## config.mk

```make
export PLATFORM = sky130hd
export DESIGN_NAME = incl_cache_tracker
export DESIGN_NICKNAME = d
export VERILOG_FILES = /design/src/rtl/cache_pkg.sv /design/src/rtl/lru_set.sv /design/src/rtl/sat_counter.sv /design/src/rtl/cache_level.sv /design/src/rtl/incl_cache_tracker.sv
export SDC_FILE = /design/constraint.sdc
export NUM_CORES = 1
export LEC_CHECK = 0
export BUFFER_PORTS_ARGS = -buffer_cell sky130_fd_sc_hd__buf_2
export CAP_MARGIN = 5
export CELL_PAD_IN_SITES_DETAIL_PLACEMENT = 1
export CELL_PAD_IN_SITES_GLOBAL_PLACEMENT = 1
export CORE_MARGIN = 2
export CORE_UTILIZATION = 50
export CTS_CLUSTER_DIAMETER = 100
export DETAILED_ROUTE_END_ITERATION = 6
export PLACE_DENSITY_LB_ADDON = 0.12
export SLEW_MARGIN = 20
export SYNTH_ARGS = -nofsm -noshare
export SYNTH_HDL_FRONTEND = slang
export SYNTH_SLANG_ARGS = --single-unit
```

## constraint.sdc

```tcl
create_clock -name clk_i -period 5.6 [get_ports clk_i]
set_input_delay 0.84 -clock clk_i [delete_from_list [all_inputs] [get_ports clk_i]]
set_output_delay 0.84 -clock clk_i [all_outputs]
set_load 0.05 [all_outputs]
```

## src/rtl/cache_pkg.sv

```systemverilog
package cache_pkg;
  function automatic int idx_w(input int n);
    return (n > 1) ? $clog2(n) : 1;
  endfunction
endpackage

```

## src/rtl/lru_set.sv

```systemverilog
module lru_set
  import cache_pkg::*;
#(
  parameter int WAYS = 2,
  localparam int WAY_W = idx_w(WAYS)
) (
  input  logic             clk_i,
  input  logic             rst_ni,
  input  logic             touch_i,
  input  logic [WAY_W-1:0] touch_way_i,
  output logic [WAY_W-1:0] lru_way_o
);
  if (WAYS == 2) begin : g_bit
    logic lru_q;
    always_ff @(posedge clk_i or negedge rst_ni) begin
      if (!rst_ni)      lru_q <= 1'b0;
      else if (touch_i) lru_q <= ~touch_way_i[0];
    end
    assign lru_way_o = lru_q;

    assert_lru_flip_R6: assert property (@(posedge clk_i) disable iff (!rst_ni)
      touch_i |=> (lru_way_o != $past(touch_way_i)));
  end else begin : g_age
    // age 0 = most recent, WAYS-1 = least recent; ages stay a permutation
    logic [WAYS-1:0][WAY_W-1:0] age_q;
    logic [WAYS-1:0]            is_old;

    always_ff @(posedge clk_i or negedge rst_ni) begin
      if (!rst_ni) begin
        for (int w = 0; w < WAYS; w++) age_q[w] <= WAY_W'(w);
      end else if (touch_i) begin
        for (int w = 0; w < WAYS; w++) begin
          if (WAY_W'(w) == touch_way_i)          age_q[w] <= '0;
          else if (age_q[w] < age_q[touch_way_i]) age_q[w] <= age_q[w] + 1'b1;
        end
      end
    end

    always_comb begin
      lru_way_o = '0;
      for (int w = 0; w < WAYS; w++) begin
        is_old[w] = (age_q[w] == WAY_W'(WAYS - 1));
        if (is_old[w]) lru_way_o = WAY_W'(w);
      end
    end

    assert_lru_unique_R6: assert property (@(posedge clk_i) disable iff (!rst_ni)
      $countones(is_old) == 1);
    assert_lru_not_touched_R6: assert property (@(posedge clk_i) disable iff (!rst_ni)
      touch_i |=> (lru_way_o != $past(touch_way_i)));
  end
endmodule

```

## src/rtl/sat_counter.sv

```systemverilog
module sat_counter #(
  parameter int W = 16
) (
  input  logic         clk_i,
  input  logic         rst_ni,
  input  logic         inc_i,
  output logic [W-1:0] count_o
);
  localparam logic [W-1:0] MaxVal = {W{1'b1}};

  always_ff @(posedge clk_i or negedge rst_ni) begin
    if (!rst_ni)                         count_o <= '0;
    else if (inc_i && count_o != MaxVal) count_o <= count_o + 1'b1;
  end

  assert_cnt_no_wrap_R10: assert property (@(posedge clk_i) disable iff (!rst_ni)
    1'b1 |=> (count_o >= $past(count_o)));
endmodule

```

## src/rtl/cache_level.sv

```systemverilog
module cache_level
  import cache_pkg::*;
#(
  parameter int ADDR_W = 8,
  parameter int SETS   = 4,
  parameter int WAYS   = 2,
  localparam int WAY_W = idx_w(WAYS)
) (
  input  logic              clk_i,
  input  logic              rst_ni,
  input  logic [ADDR_W-1:0] look_addr_i,
  output logic [WAYS-1:0]   hit_vec_o,
  output logic              vict_valid_o,
  output logic [WAY_W-1:0]  vict_way_o,
  output logic [ADDR_W-1:0] vict_addr_o,
  input  logic [ADDR_W-1:0] probe_addr_i,
  output logic [WAYS-1:0]   probe_vec_o,
  input  logic              upd_en_i,
  input  logic              upd_alloc_i,
  input  logic [WAY_W-1:0]  upd_way_i,
  input  logic [ADDR_W-1:0] upd_addr_i
);
  localparam int SET_W = idx_w(SETS);

  logic [SETS-1:0][WAYS-1:0]             valid_q;
  logic [SETS-1:0][WAYS-1:0][ADDR_W-1:0] tag_q;
  logic [WAY_W-1:0]                      lru_way [SETS];

  logic [SET_W-1:0] look_set, probe_set, upd_set;
  assign look_set  = look_addr_i[SET_W-1:0];
  assign probe_set = probe_addr_i[SET_W-1:0];
  assign upd_set   = upd_addr_i[SET_W-1:0];

  always_comb begin
    for (int w = 0; w < WAYS; w++) begin
      hit_vec_o[w]   = valid_q[look_set][w]  && (tag_q[look_set][w]  == look_addr_i);
      probe_vec_o[w] = valid_q[probe_set][w] && (tag_q[probe_set][w] == probe_addr_i);
    end
  end

  // invalid way first, lowest index wins; else the set's LRU way
  always_comb begin
    vict_valid_o = 1'b1;
    vict_way_o   = lru_way[look_set];
    for (int w = WAYS - 1; w >= 0; w--) begin
      if (!valid_q[look_set][w]) begin
        vict_valid_o = 1'b0;
        vict_way_o   = WAY_W'(w);
      end
    end
    vict_addr_o = tag_q[look_set][vict_way_o];
  end

  always_ff @(posedge clk_i or negedge rst_ni) begin
    if (!rst_ni) begin
      valid_q <= '0;
      tag_q   <= '0;
    end else if (upd_en_i && upd_alloc_i) begin
      valid_q[upd_set][upd_way_i] <= 1'b1;
      tag_q[upd_set][upd_way_i]   <= upd_addr_i;
    end
  end

  for (genvar g = 0; g < SETS; g++) begin : g_set
    lru_set #(.WAYS(WAYS)) u_lru (
      .clk_i      (clk_i),
      .rst_ni     (rst_ni),
      .touch_i    (upd_en_i && (upd_set == SET_W'(g))),
      .touch_way_i(upd_way_i),
      .lru_way_o  (lru_way[g])
    );
  end

  assert_no_dup_line_R5: assert property (@(posedge clk_i) disable iff (!rst_ni)
    $onehot0(hit_vec_o));
endmodule

```

## src/rtl/incl_cache_tracker.sv

```systemverilog
module incl_cache_tracker
  import cache_pkg::*;
#(
  parameter int ADDR_W  = 8,
  parameter int SETS    = 4,
  parameter int L1_WAYS = 2,
  parameter int L2_WAYS = 2,
  parameter int CNT_W   = 16
) (
  input  logic              clk_i,
  input  logic              rst_ni,
  input  logic              req_valid_i,
  output logic              req_ready_o,
  input  logic [ADDR_W-1:0] req_addr_i,
  output logic              rsp_valid_o,
  output logic              rsp_l1_hit_o,
  output logic              rsp_l2_hit_o,
  output logic              rsp_l1_evict_o,
  output logic [ADDR_W-1:0] rsp_l1_evict_addr_o,
  output logic              rsp_l2_evict_o,
  output logic [ADDR_W-1:0] rsp_l2_evict_addr_o,
  output logic              rsp_back_inval_o,
  output logic [CNT_W-1:0]  l1_hit_cnt_o,
  output logic [CNT_W-1:0]  l1_miss_cnt_o,
  output logic [CNT_W-1:0]  l2_hit_cnt_o,
  output logic [CNT_W-1:0]  l2_miss_cnt_o
);
  localparam int W1_W = idx_w(L1_WAYS);
  localparam int W2_W = idx_w(L2_WAYS);

  logic              pending_q;
  logic [ADDR_W-1:0] req_q;
  logic              accept;

  assign req_ready_o = !pending_q;
  assign accept      = req_valid_i && req_ready_o;

  logic [L1_WAYS-1:0] l1_hit_vec, l1_probe_vec;
  logic [L2_WAYS-1:0] l2_hit_vec, l2_probe_vec;
  logic               l1_vict_valid, l2_vict_valid;
  logic [W1_W-1:0]    l1_vict_way, l1_hit_way, l1_probe_way, l1_way;
  logic [W2_W-1:0]    l2_vict_way, l2_hit_way, l2_way;
  logic [ADDR_W-1:0]  l1_vict_addr, l2_vict_addr;
  logic               l1_hit, l2_hit, l1_probe_hit, l2_probe_hit;
  logic               l2_evict, back_inval, l1_evict;
  logic [ADDR_W-1:0]  l1_evict_addr;
  logic               l2_upd_en;

  always_comb begin
    l1_hit_way   = '0;
    l1_probe_way = '0;
    for (int w = 0; w < L1_WAYS; w++) begin
      if (l1_hit_vec[w])   l1_hit_way   = W1_W'(w);
      if (l1_probe_vec[w]) l1_probe_way = W1_W'(w);
    end
    l2_hit_way = '0;
    for (int w = 0; w < L2_WAYS; w++) begin
      if (l2_hit_vec[w]) l2_hit_way = W2_W'(w);
    end
  end

  assign l1_hit       = |l1_hit_vec;
  assign l2_hit       = |l2_hit_vec;
  assign l1_probe_hit = |l1_probe_vec;
  assign l2_probe_hit = |l2_probe_vec;

  assign l2_evict   = !l1_hit && !l2_hit && l2_vict_valid;
  // L2 victim still cached in L1 elsewhere: new line overwrites that copy
  assign back_inval = l2_evict && l1_probe_hit &&
                      (!l1_vict_valid || (l1_probe_way != l1_vict_way));
  assign l1_way        = l1_hit ? l1_hit_way : (back_inval ? l1_probe_way : l1_vict_way);
  assign l1_evict      = !l1_hit && (back_inval || l1_vict_valid);
  assign l1_evict_addr = back_inval ? l2_vict_addr : l1_vict_addr;
  assign l2_way        = l2_hit ? l2_hit_way : l2_vict_way;
  assign l2_upd_en     = pending_q && (l2_hit || !l1_hit);

  cache_level #(.ADDR_W(ADDR_W), .SETS(SETS), .WAYS(L1_WAYS)) u_l1 (
    .clk_i       (clk_i),
    .rst_ni      (rst_ni),
    .look_addr_i (req_q),
    .hit_vec_o   (l1_hit_vec),
    .vict_valid_o(l1_vict_valid),
    .vict_way_o  (l1_vict_way),
    .vict_addr_o (l1_vict_addr),
    .probe_addr_i(l2_vict_addr),
    .probe_vec_o (l1_probe_vec),
    .upd_en_i    (pending_q),
    .upd_alloc_i (!l1_hit),
    .upd_way_i   (l1_way),
    .upd_addr_i  (req_q)
  );

  cache_level #(.ADDR_W(ADDR_W), .SETS(SETS), .WAYS(L2_WAYS)) u_l2 (
    .clk_i       (clk_i),
    .rst_ni      (rst_ni),
    .look_addr_i (req_q),
    .hit_vec_o   (l2_hit_vec),
    .vict_valid_o(l2_vict_valid),
    .vict_way_o  (l2_vict_way),
    .vict_addr_o (l2_vict_addr),
    .probe_addr_i(l1_vict_addr),
    .probe_vec_o (l2_probe_vec),
    .upd_en_i    (l2_upd_en),
    .upd_alloc_i (!l2_hit),
    .upd_way_i   (l2_way),
    .upd_addr_i  (req_q)
  );

  always_ff @(posedge clk_i or negedge rst_ni) begin
    if (!rst_ni) begin
      pending_q           <= 1'b0;
      req_q               <= '0;
      rsp_valid_o         <= 1'b0;
      rsp_l1_hit_o        <= 1'b0;
      rsp_l2_hit_o        <= 1'b0;
      rsp_l1_evict_o      <= 1'b0;
      rsp_l1_evict_addr_o <= '0;
      rsp_l2_evict_o      <= 1'b0;
      rsp_l2_evict_addr_o <= '0;
      rsp_back_inval_o    <= 1'b0;
    end else begin
      pending_q   <= accept;
      rsp_valid_o <= pending_q;
      if (accept) req_q <= req_addr_i;
      if (pending_q) begin
        rsp_l1_hit_o        <= l1_hit;
        rsp_l2_hit_o        <= l2_hit;
        rsp_l1_evict_o      <= l1_evict;
        rsp_l1_evict_addr_o <= l1_evict ? l1_evict_addr : '0;
        rsp_l2_evict_o      <= l2_evict;
        rsp_l2_evict_addr_o <= l2_evict ? l2_vict_addr : '0;
        rsp_back_inval_o    <= back_inval;
      end
    end
  end

  sat_counter #(.W(CNT_W)) u_l1_hit_cnt (
    .clk_i(clk_i), .rst_ni(rst_ni), .inc_i(pending_q && l1_hit), .count_o(l1_hit_cnt_o));
  sat_counter #(.W(CNT_W)) u_l1_miss_cnt (
    .clk_i(clk_i), .rst_ni(rst_ni), .inc_i(pending_q && !l1_hit), .count_o(l1_miss_cnt_o));
  sat_counter #(.W(CNT_W)) u_l2_hit_cnt (
    .clk_i(clk_i), .rst_ni(rst_ni), .inc_i(pending_q && !l1_hit && l2_hit),
    .count_o(l2_hit_cnt_o));
  sat_counter #(.W(CNT_W)) u_l2_miss_cnt (
    .clk_i(clk_i), .rst_ni(rst_ni), .inc_i(pending_q && !l1_hit && !l2_hit),
    .count_o(l2_miss_cnt_o));

  assert_l1hit_implies_l2hit_R8: assert property (@(posedge clk_i) disable iff (!rst_ni)
    (pending_q && l1_hit) |-> l2_hit);
  assert_l1_victim_in_l2_R8: assert property (@(posedge clk_i) disable iff (!rst_ni)
    (pending_q && !l1_hit && l1_vict_valid) |-> l2_probe_hit);
  assert_rsp_follows_pending_R2: assert property (@(posedge clk_i) disable iff (!rst_ni)
    pending_q |=> (rsp_valid_o && req_ready_o));
  assert_l1hit_no_evict_R3: assert property (@(posedge clk_i) disable iff (!rst_ni)
    (pending_q && l1_hit) |=> (!rsp_l1_evict_o && !rsp_l2_evict_o));
  assert_evict_not_req_R5: assert property (@(posedge clk_i) disable iff (!rst_ni)
    (rsp_valid_o && rsp_l2_evict_o) |-> (rsp_l2_evict_addr_o != req_q));
endmodule

```

### Word-level counts from Yosys, hierarchy flattened

Index checks and enable logic that the tools add are counted.

* add/subtract/negate cells: 4
* reductions and logical operators: 44
* eq/ne operators: 14
* muxes and demuxes: 57
* bitwise operators: 5
* $lt $le $gt $ge: 10

Operators by type and width (count)
* bitwise mux 64 bit: 2
* binary-select mux 16 bit (select 2 bit): 3
* two-way mux 16 bit: 5
* two-way mux 8 bit: 9
* adder 16 x 1 -> 16 bit (second input constant): 4
* demux 16 bit (select 2 bit): 2
* inequality test 16 bit (second input constant): 4
* equality test 8 bit: 6
* logical AND 1 bit: 33
* two-way mux 1 bit: 20
* demux 8 bit (select 1 bit): 2
* bitwise OR 8 bit: 2
* binary-select mux 2 bit (select 2 bit): 3
* two-way mux 2 bit: 5
* demux 2 bit (select 2 bit): 2
* < comparator 1 x 2 -> 1 bit (second input constant): 4
* < comparator 2 x 3 -> 1 bit (second input constant): 2
* OR reduction 2 bit: 3
* binary-select mux 1 bit (select 2 bit): 2
* equality test 2 bit (second input constant): 2
* logical NOT 1 bit: 4
* >= comparator 3 bit (second input constant): 1
* logical OR 1 bit: 3
* NOT 2 -> 3 bit: 1
* 7 further kinds: 10

* output and inout port bits: 87
* input bits: 11
* register bits: 247
* word-level logic and storage cells: 180

### Depth between registers and ports, before layout

* depth after elaboration: 25
* gate-level depth with buffers: 17
* depth with buffers taken out: 10

### Hierarchy

A second synthesis with hierarchy kept.

* cells, all modules: 1045
* area total of the unflattened synthesis: 13321.5 um^2

By module, submodules not included
* cache_level at u_l2: area each 4053.9 um^2, times used 1, seq. area each 1801.7 um^2, cells each 300
* cache_level at u_l1: area each 4026.4 um^2, times used 1, seq. area each 1801.7 um^2, cells each 289
* sat_counter at u_l1_miss_cnt ...: area each 884.6 um^2, times used 3, seq. area each 400.4 um^2, cells each 77
* incl_cache_tracker: area each 1417.6 um^2, times used 1, seq. area each 775.7 um^2, cells each 129
* sat_counter at u_l1_hit_cnt: area each 859.6 um^2, times used 1, seq. area each 400.4 um^2, cells each 72
* lru_set: area each 38.8 um^2, times used 8, seq. area each 25.0 um^2, cells each 3

### Worst setup path after synthesis

OpenSTA, ideal clock, no wires.

* path type: register -> register
* start: register req_q[0]
* end: register u_l1.tag_q[2] (netlist bit)
* slack: 1494 ps
* data arrival time: 3981 ps
* path buffers: 3
* library setup time: 125 ps
* clock period less this slack: 4106 ps
* cell stages (with the launch flop): 14
* required time: 5475 ps
* cell sequence: dfrtp_1 buf_2 mux4_2 nand2b_1 clkbuf_1 clkbuf_1 a21boi_1 nor2_1 xnor2_1 or4bb_1 nor4_2 a21oi_2 nor3b_2 mux2_2

* word-level cells in the longest chain between the ends: 25
* elaborated cells on any way between the ends: 69
* classes of those cells: 4 x order compare; 7 x eq/ne; 37 x mux; 1 x bitwise; 20 x reduce/logical

Ends and longest elaborated chain
* start: declaration: line incl_cache_tracker.sv:32 `logic [ADDR_W-1:0] req_q;`
* start signal: assignment: line incl_cache_tracker.sv:124 `if (accept) req_q <= req_addr_i;`
* NOT 2 -> 3 bit (not written as such): line cache_level.sv:44 `vict_way_o = lru_way[look_set];`
* binary-select mux 1 bit (select 2 bit): line cache_level.sv:44
* two-way mux 1 bit (not written as such) (2 in a row): line cache_level.sv:44
* two-way mux 1 bit (2 in a row): line cache_level.sv:46 `if (!valid_q[look_set][w]) begin`
* two-way mux 8 bit (not written as such) (2 in a row): line cache_level.sv:51 `vict_addr_o = tag_q[look_set][vict_way_o];`
* binary-select mux 16 bit (select 2 bit): line cache_level.sv:37 `probe_vec_o[w] = valid_q[probe_set][w] && (tag_q[probe_set][w] == probe_addr_i);`
* two-way mux 16 bit (not written as such): line cache_level.sv:37
* equality test 8 bit: line cache_level.sv:37
* [... 5 more ...]
* two-way mux 1 bit (2 in a row): line incl_cache_tracker.sv:71 `assign l1_way = l1_hit ? l1_hit_way : (back_inval ? l1_probe_way : l1_vict_way);`
* < comparator 1 x 2 -> 1 bit (not written as such) or >= comparator 1 bit (tied branches): line cache_level.sv:60 `tag_q[upd_set][upd_way_i] <= upd_addr_i;`
* logical AND 1 bit (not written as such): line cache_level.sv:60
* two-way mux 8 bit (not written as such): line cache_level.sv:60
* demux 8 bit (select 1 bit)
* two-way mux 16 bit (not written as such): line cache_level.sv:60
* demux 16 bit (select 2 bit)
* bitwise mux 64 bit: line cache_level.sv:60
* end signal: indexed assignment: line cache_level.sv:60
* end: declaration: line cache_level.sv:26 `logic [SETS-1:0][WAYS-1:0][ADDR_W-1:0] tag_q;`

Parallel ways exist; a longest one is shown, timed or not. The select of a mux whose other input is x is not followed.
A chain may end at the register's enable or synchronous reset.

### Final worst setup path

* start: register req_q[0]
* end: register u_l1.tag_q[6] (netlist bit)

Same word-level chain as after synthesis.

==> impl_metrics.py <==
metrics = {
    "synthesis": {
        "yosys-top-cells-area": "dfrtp_1 (48%), mux2_2 (10%), mux4_2 (8.3%), xnor2_1 (4.7%), mux2i_1 (3.8%)",
        "synthArstFlopShare": 1.00,
        "netlist_instances": 1041,
        "yosysTopAreaCell": "dfrtp_1",
        "synth-edff-count": 0,
        "yosysTopAreaCellShare": 0.483,
        "ys_ff_latch": 247,
        "syn_area_sq_um": 12800,
        "avgSynthCellArea_sq_um": 12.3,
        "syn_nets": 1056,
        "synth_cell_types": 76,
        "synthFlopType": "dfrtp_1",
        "synth_warnings": 0,
        "yosysSeqAreaShare": 0.483,
    },
    "clock_tree": {
        "ctsHoldBuffers": 0,
        "post_cts_buffers": 0,
        "cts_tree": "yes",
        "clkTransAtPathRegs_ps": 60,
        "cts.htree.levels": 1,
        "cts_buffers": 27,
        "clock_path_buffers": 3,
        "postCtsResizedCells": 0,
        "clock_latency_ps": 550,
        "cts.sinks": 247,
        "cts-root-buf": "clkbuf_16",
    },
    "layout": {
        "final_cell_mix": "dfrtp_1 (245), mux2_2 (117), buf_2 (96)",
        "num-fill-cells": 2539,
        "syn_to_final_growth_pct": 14.3,
        "stdcell_count": 1491,
        "final_common_cell": "dfrtp_1",
        "final_nets": 1155,
        "diodes": 0,
        "stdcell_area_sq_um": 14600,
        "drive_gt1_frac": 0.310,
    },
    "grt": {
        "grt.overflow.total": 0,
        "grt_pass1_vias": 9437,
        "antenna_found_initial": 0,
        "gr-usage-all-layers": 0.261,
        "grt_max_degree": 115,
        "grt_pass1_wl_um": 54200,
    },
    "floorplan": {
        "ios": 98,
        "initial_core_util": 0.508,
        "dieArea_sq_um": 26900,
        "core_area_sq_um": 25200,
        "rows": 58,
        "die_h_um": 164,
        "die_w_um": 164,
    },
    "placed_design": {
        "placed_area_sq_um": 13700,
        "portBuffers": 97,
        "dp_hpwl_um": 24200,
        "place_inst": 1441,
        "routabilityCongestion": 0.897,
    },
    "drt": {
        "vias": 8928,
        "dr.pass1.iters": 5,
        "avgRoutedWirePerCell_um": 23.0,
        "drc": 0,
        "routed_via_density": 5.99,
        "drtAntennaViolNets": 0,
        "drtIter0Drc": 603,
        "drt_wl_total_um": 34300,
    },
    "power_and_ir_drop": {
        "p_leak_nw": 6.50,
        "ir_drop_mv": 0.298,
        "p_per_area_nw_per_um2": 602,
    },
    "status": {
        "status": "finished clean",
    },
    "critical_path": {
        "cp-start-kind": "flip-flop",
        "arrival_ps": 5720,
        "crit_fanout": 17,
        "path_class": "flip-flop to flip-flop",
        "worstSetupEndpointType": "flip-flop",
        "cp.required_ps": 6020,
    },
    "timing": {
        "tightest_slew_ps": 1050,
        "min_period_over_period": 0.945,
        "rsz0062_at_grt": "no",
        "relSlewSlack": 0.301,
        "slew_violations": 0,
        "timing.fmax_mhz": 189,
        "fin_setup_tns_ps": 0,
        "hold_violations": 0,
        "period_needed_ps": 5290,
        "finClkSkew_ps": 8.34,
        "setup_viol": 0,
    },
    "hold_path": {
        "holdCritPathClass": "input port to async pin",
    },
    "job": {
        "maxCapViolCount": 0,
    },
}
==> layout make-up <==
cell class	instances	area, sq um	area share
Clock buffer	40	805	0.0550
Clock inverter	10	156	0.0107
Inverter	14	52.6	0.00359
Multi-Input combinational cell	727	6310	0.431
Sequential cell	247	6190	0.423
Tap cell	330	413	0.0282
Timing Repair Buffer	123	703	0.0481
==> worst max-delay path, cell delays in order (launching register included) <==
cell      delay, ps
dfrtp_4         580
mux4_2          550
nand2b_1        440
and3_1          380
nor2_1          520
xnor2_1         210
or4bb_1         460
nor4_2          480
a21oi_2         300
nor3b_2         830
mux2_2          420
==> Yosys cell counts, drive strengths merged (22+ instances only) <==
| master | count |
|---|---|
| nor2 | 45 |
| dfrtp | 247 |
| mux4 | 47 |
| nand3 | 42 |
| mux2i | 50 |
| xor2 | 29 |
| xnor2 | 68 |
| nand2 | 69 |
| clkbuf | 31 |
| mux2 | 118 |
| buf | 22 |
| nand2b | 35 |
==> registers in the layout, summed over array words and instances (netlist names), 4 cells and up <==
name                        cells
u_l1.valid_q                    8
rsp_l1_evict_addr_o             8
u_l1_hit_cnt.count_o           16
rsp_l2_evict_addr_o             8
u_l2.tag_q                     64
u_l2_hit_cnt.count_o           16
req_q                           8
u_l1_miss_cnt.count_o          16
u_l2_miss_cnt.count_o          16
u_l1.tag_q                     64
u_l2.valid_q                    8
u_l1.g_set.u_lru.lru_way_o      4
u_l2.g_set.u_lru.lru_way_o      4
==> path summary, 6_finish.rpt <==
kind | from | endpoint | slack [ps] | cells past startpoint
max | req_q[0] | u_l1.tag_q[6] | 310 | 10
min | rst_ni | u_l1.valid_q[6] | 280 | 1
max reg2reg | req_q[0] | u_l1.tag_q[6] | 310 | 10
min reg2reg | u_l2.valid_q[3] | u_l2.valid_q[3] | 470 | 1
max in group asynchronous | rst_ni | req_q[0] | 4130 | 2
min in group clk_i | u_l2.valid_q[3] | u_l2.valid_q[3] | 470 | 1
==> kinds of logic (layout without fill, tap and decap cells) <==
kind of cell               after synthesis  count (layout)  share of synthesized area
AOI/OAI and AO/OA                       91              91                     0.0579
xor gates and xnor gates                97              97                     0.0664
adders and majority gates                4               4                    0.00391
buffers and inverters                   67             187                     0.0236
DFF                                    247             247                      0.483
muxes                                  215             215                      0.227
and+or+nand+nor                        320             320                      0.138
==> per-layer routing <==
metal	global-route usage	vias up	share of wire
met5	0	-	0
li1	-	3985	-
met3	0.0462	70	0.056
met2	0.438	229	0.49
met4	0.0809	0	0.028
met1	0.348	4644	0.43
==> report_power, final <==
part / switching [W] / internal [W] / leakage [nW] / total (W)
sequential: 0.000565 / 0.00237 / 3.07 / 0.00294
clock: 0.000728 / 0.00117 / 0.473 / 0.00190
combinational: 0.00226 / 0.00171 / 2.96 / 0.00397
total: 0.00355 / 0.00526 / 6.50 / 0.00881
==> metrics by stage <==
| step | hold slack [ps] | worst slack, ps | power (W) | util |
|---|---|---|---|---|
| after floorplan | 393 | 1490 | 0.00574 | - |
| after global placement | 447 | 598 | 0.00677 | 0.543 |
| after detailed placement | 451 | 483 | 0.00688 | 0.543 |
| after CTS | 292 | 410 | 0.00883 | 0.581 |
| after global routing | 308 | 64.4 | 0.00929 | 0.581 |
| final | 275 | 308 | 0.00881 | 0.581 |
No activity file was read; power rests on OpenSTA's default activity.
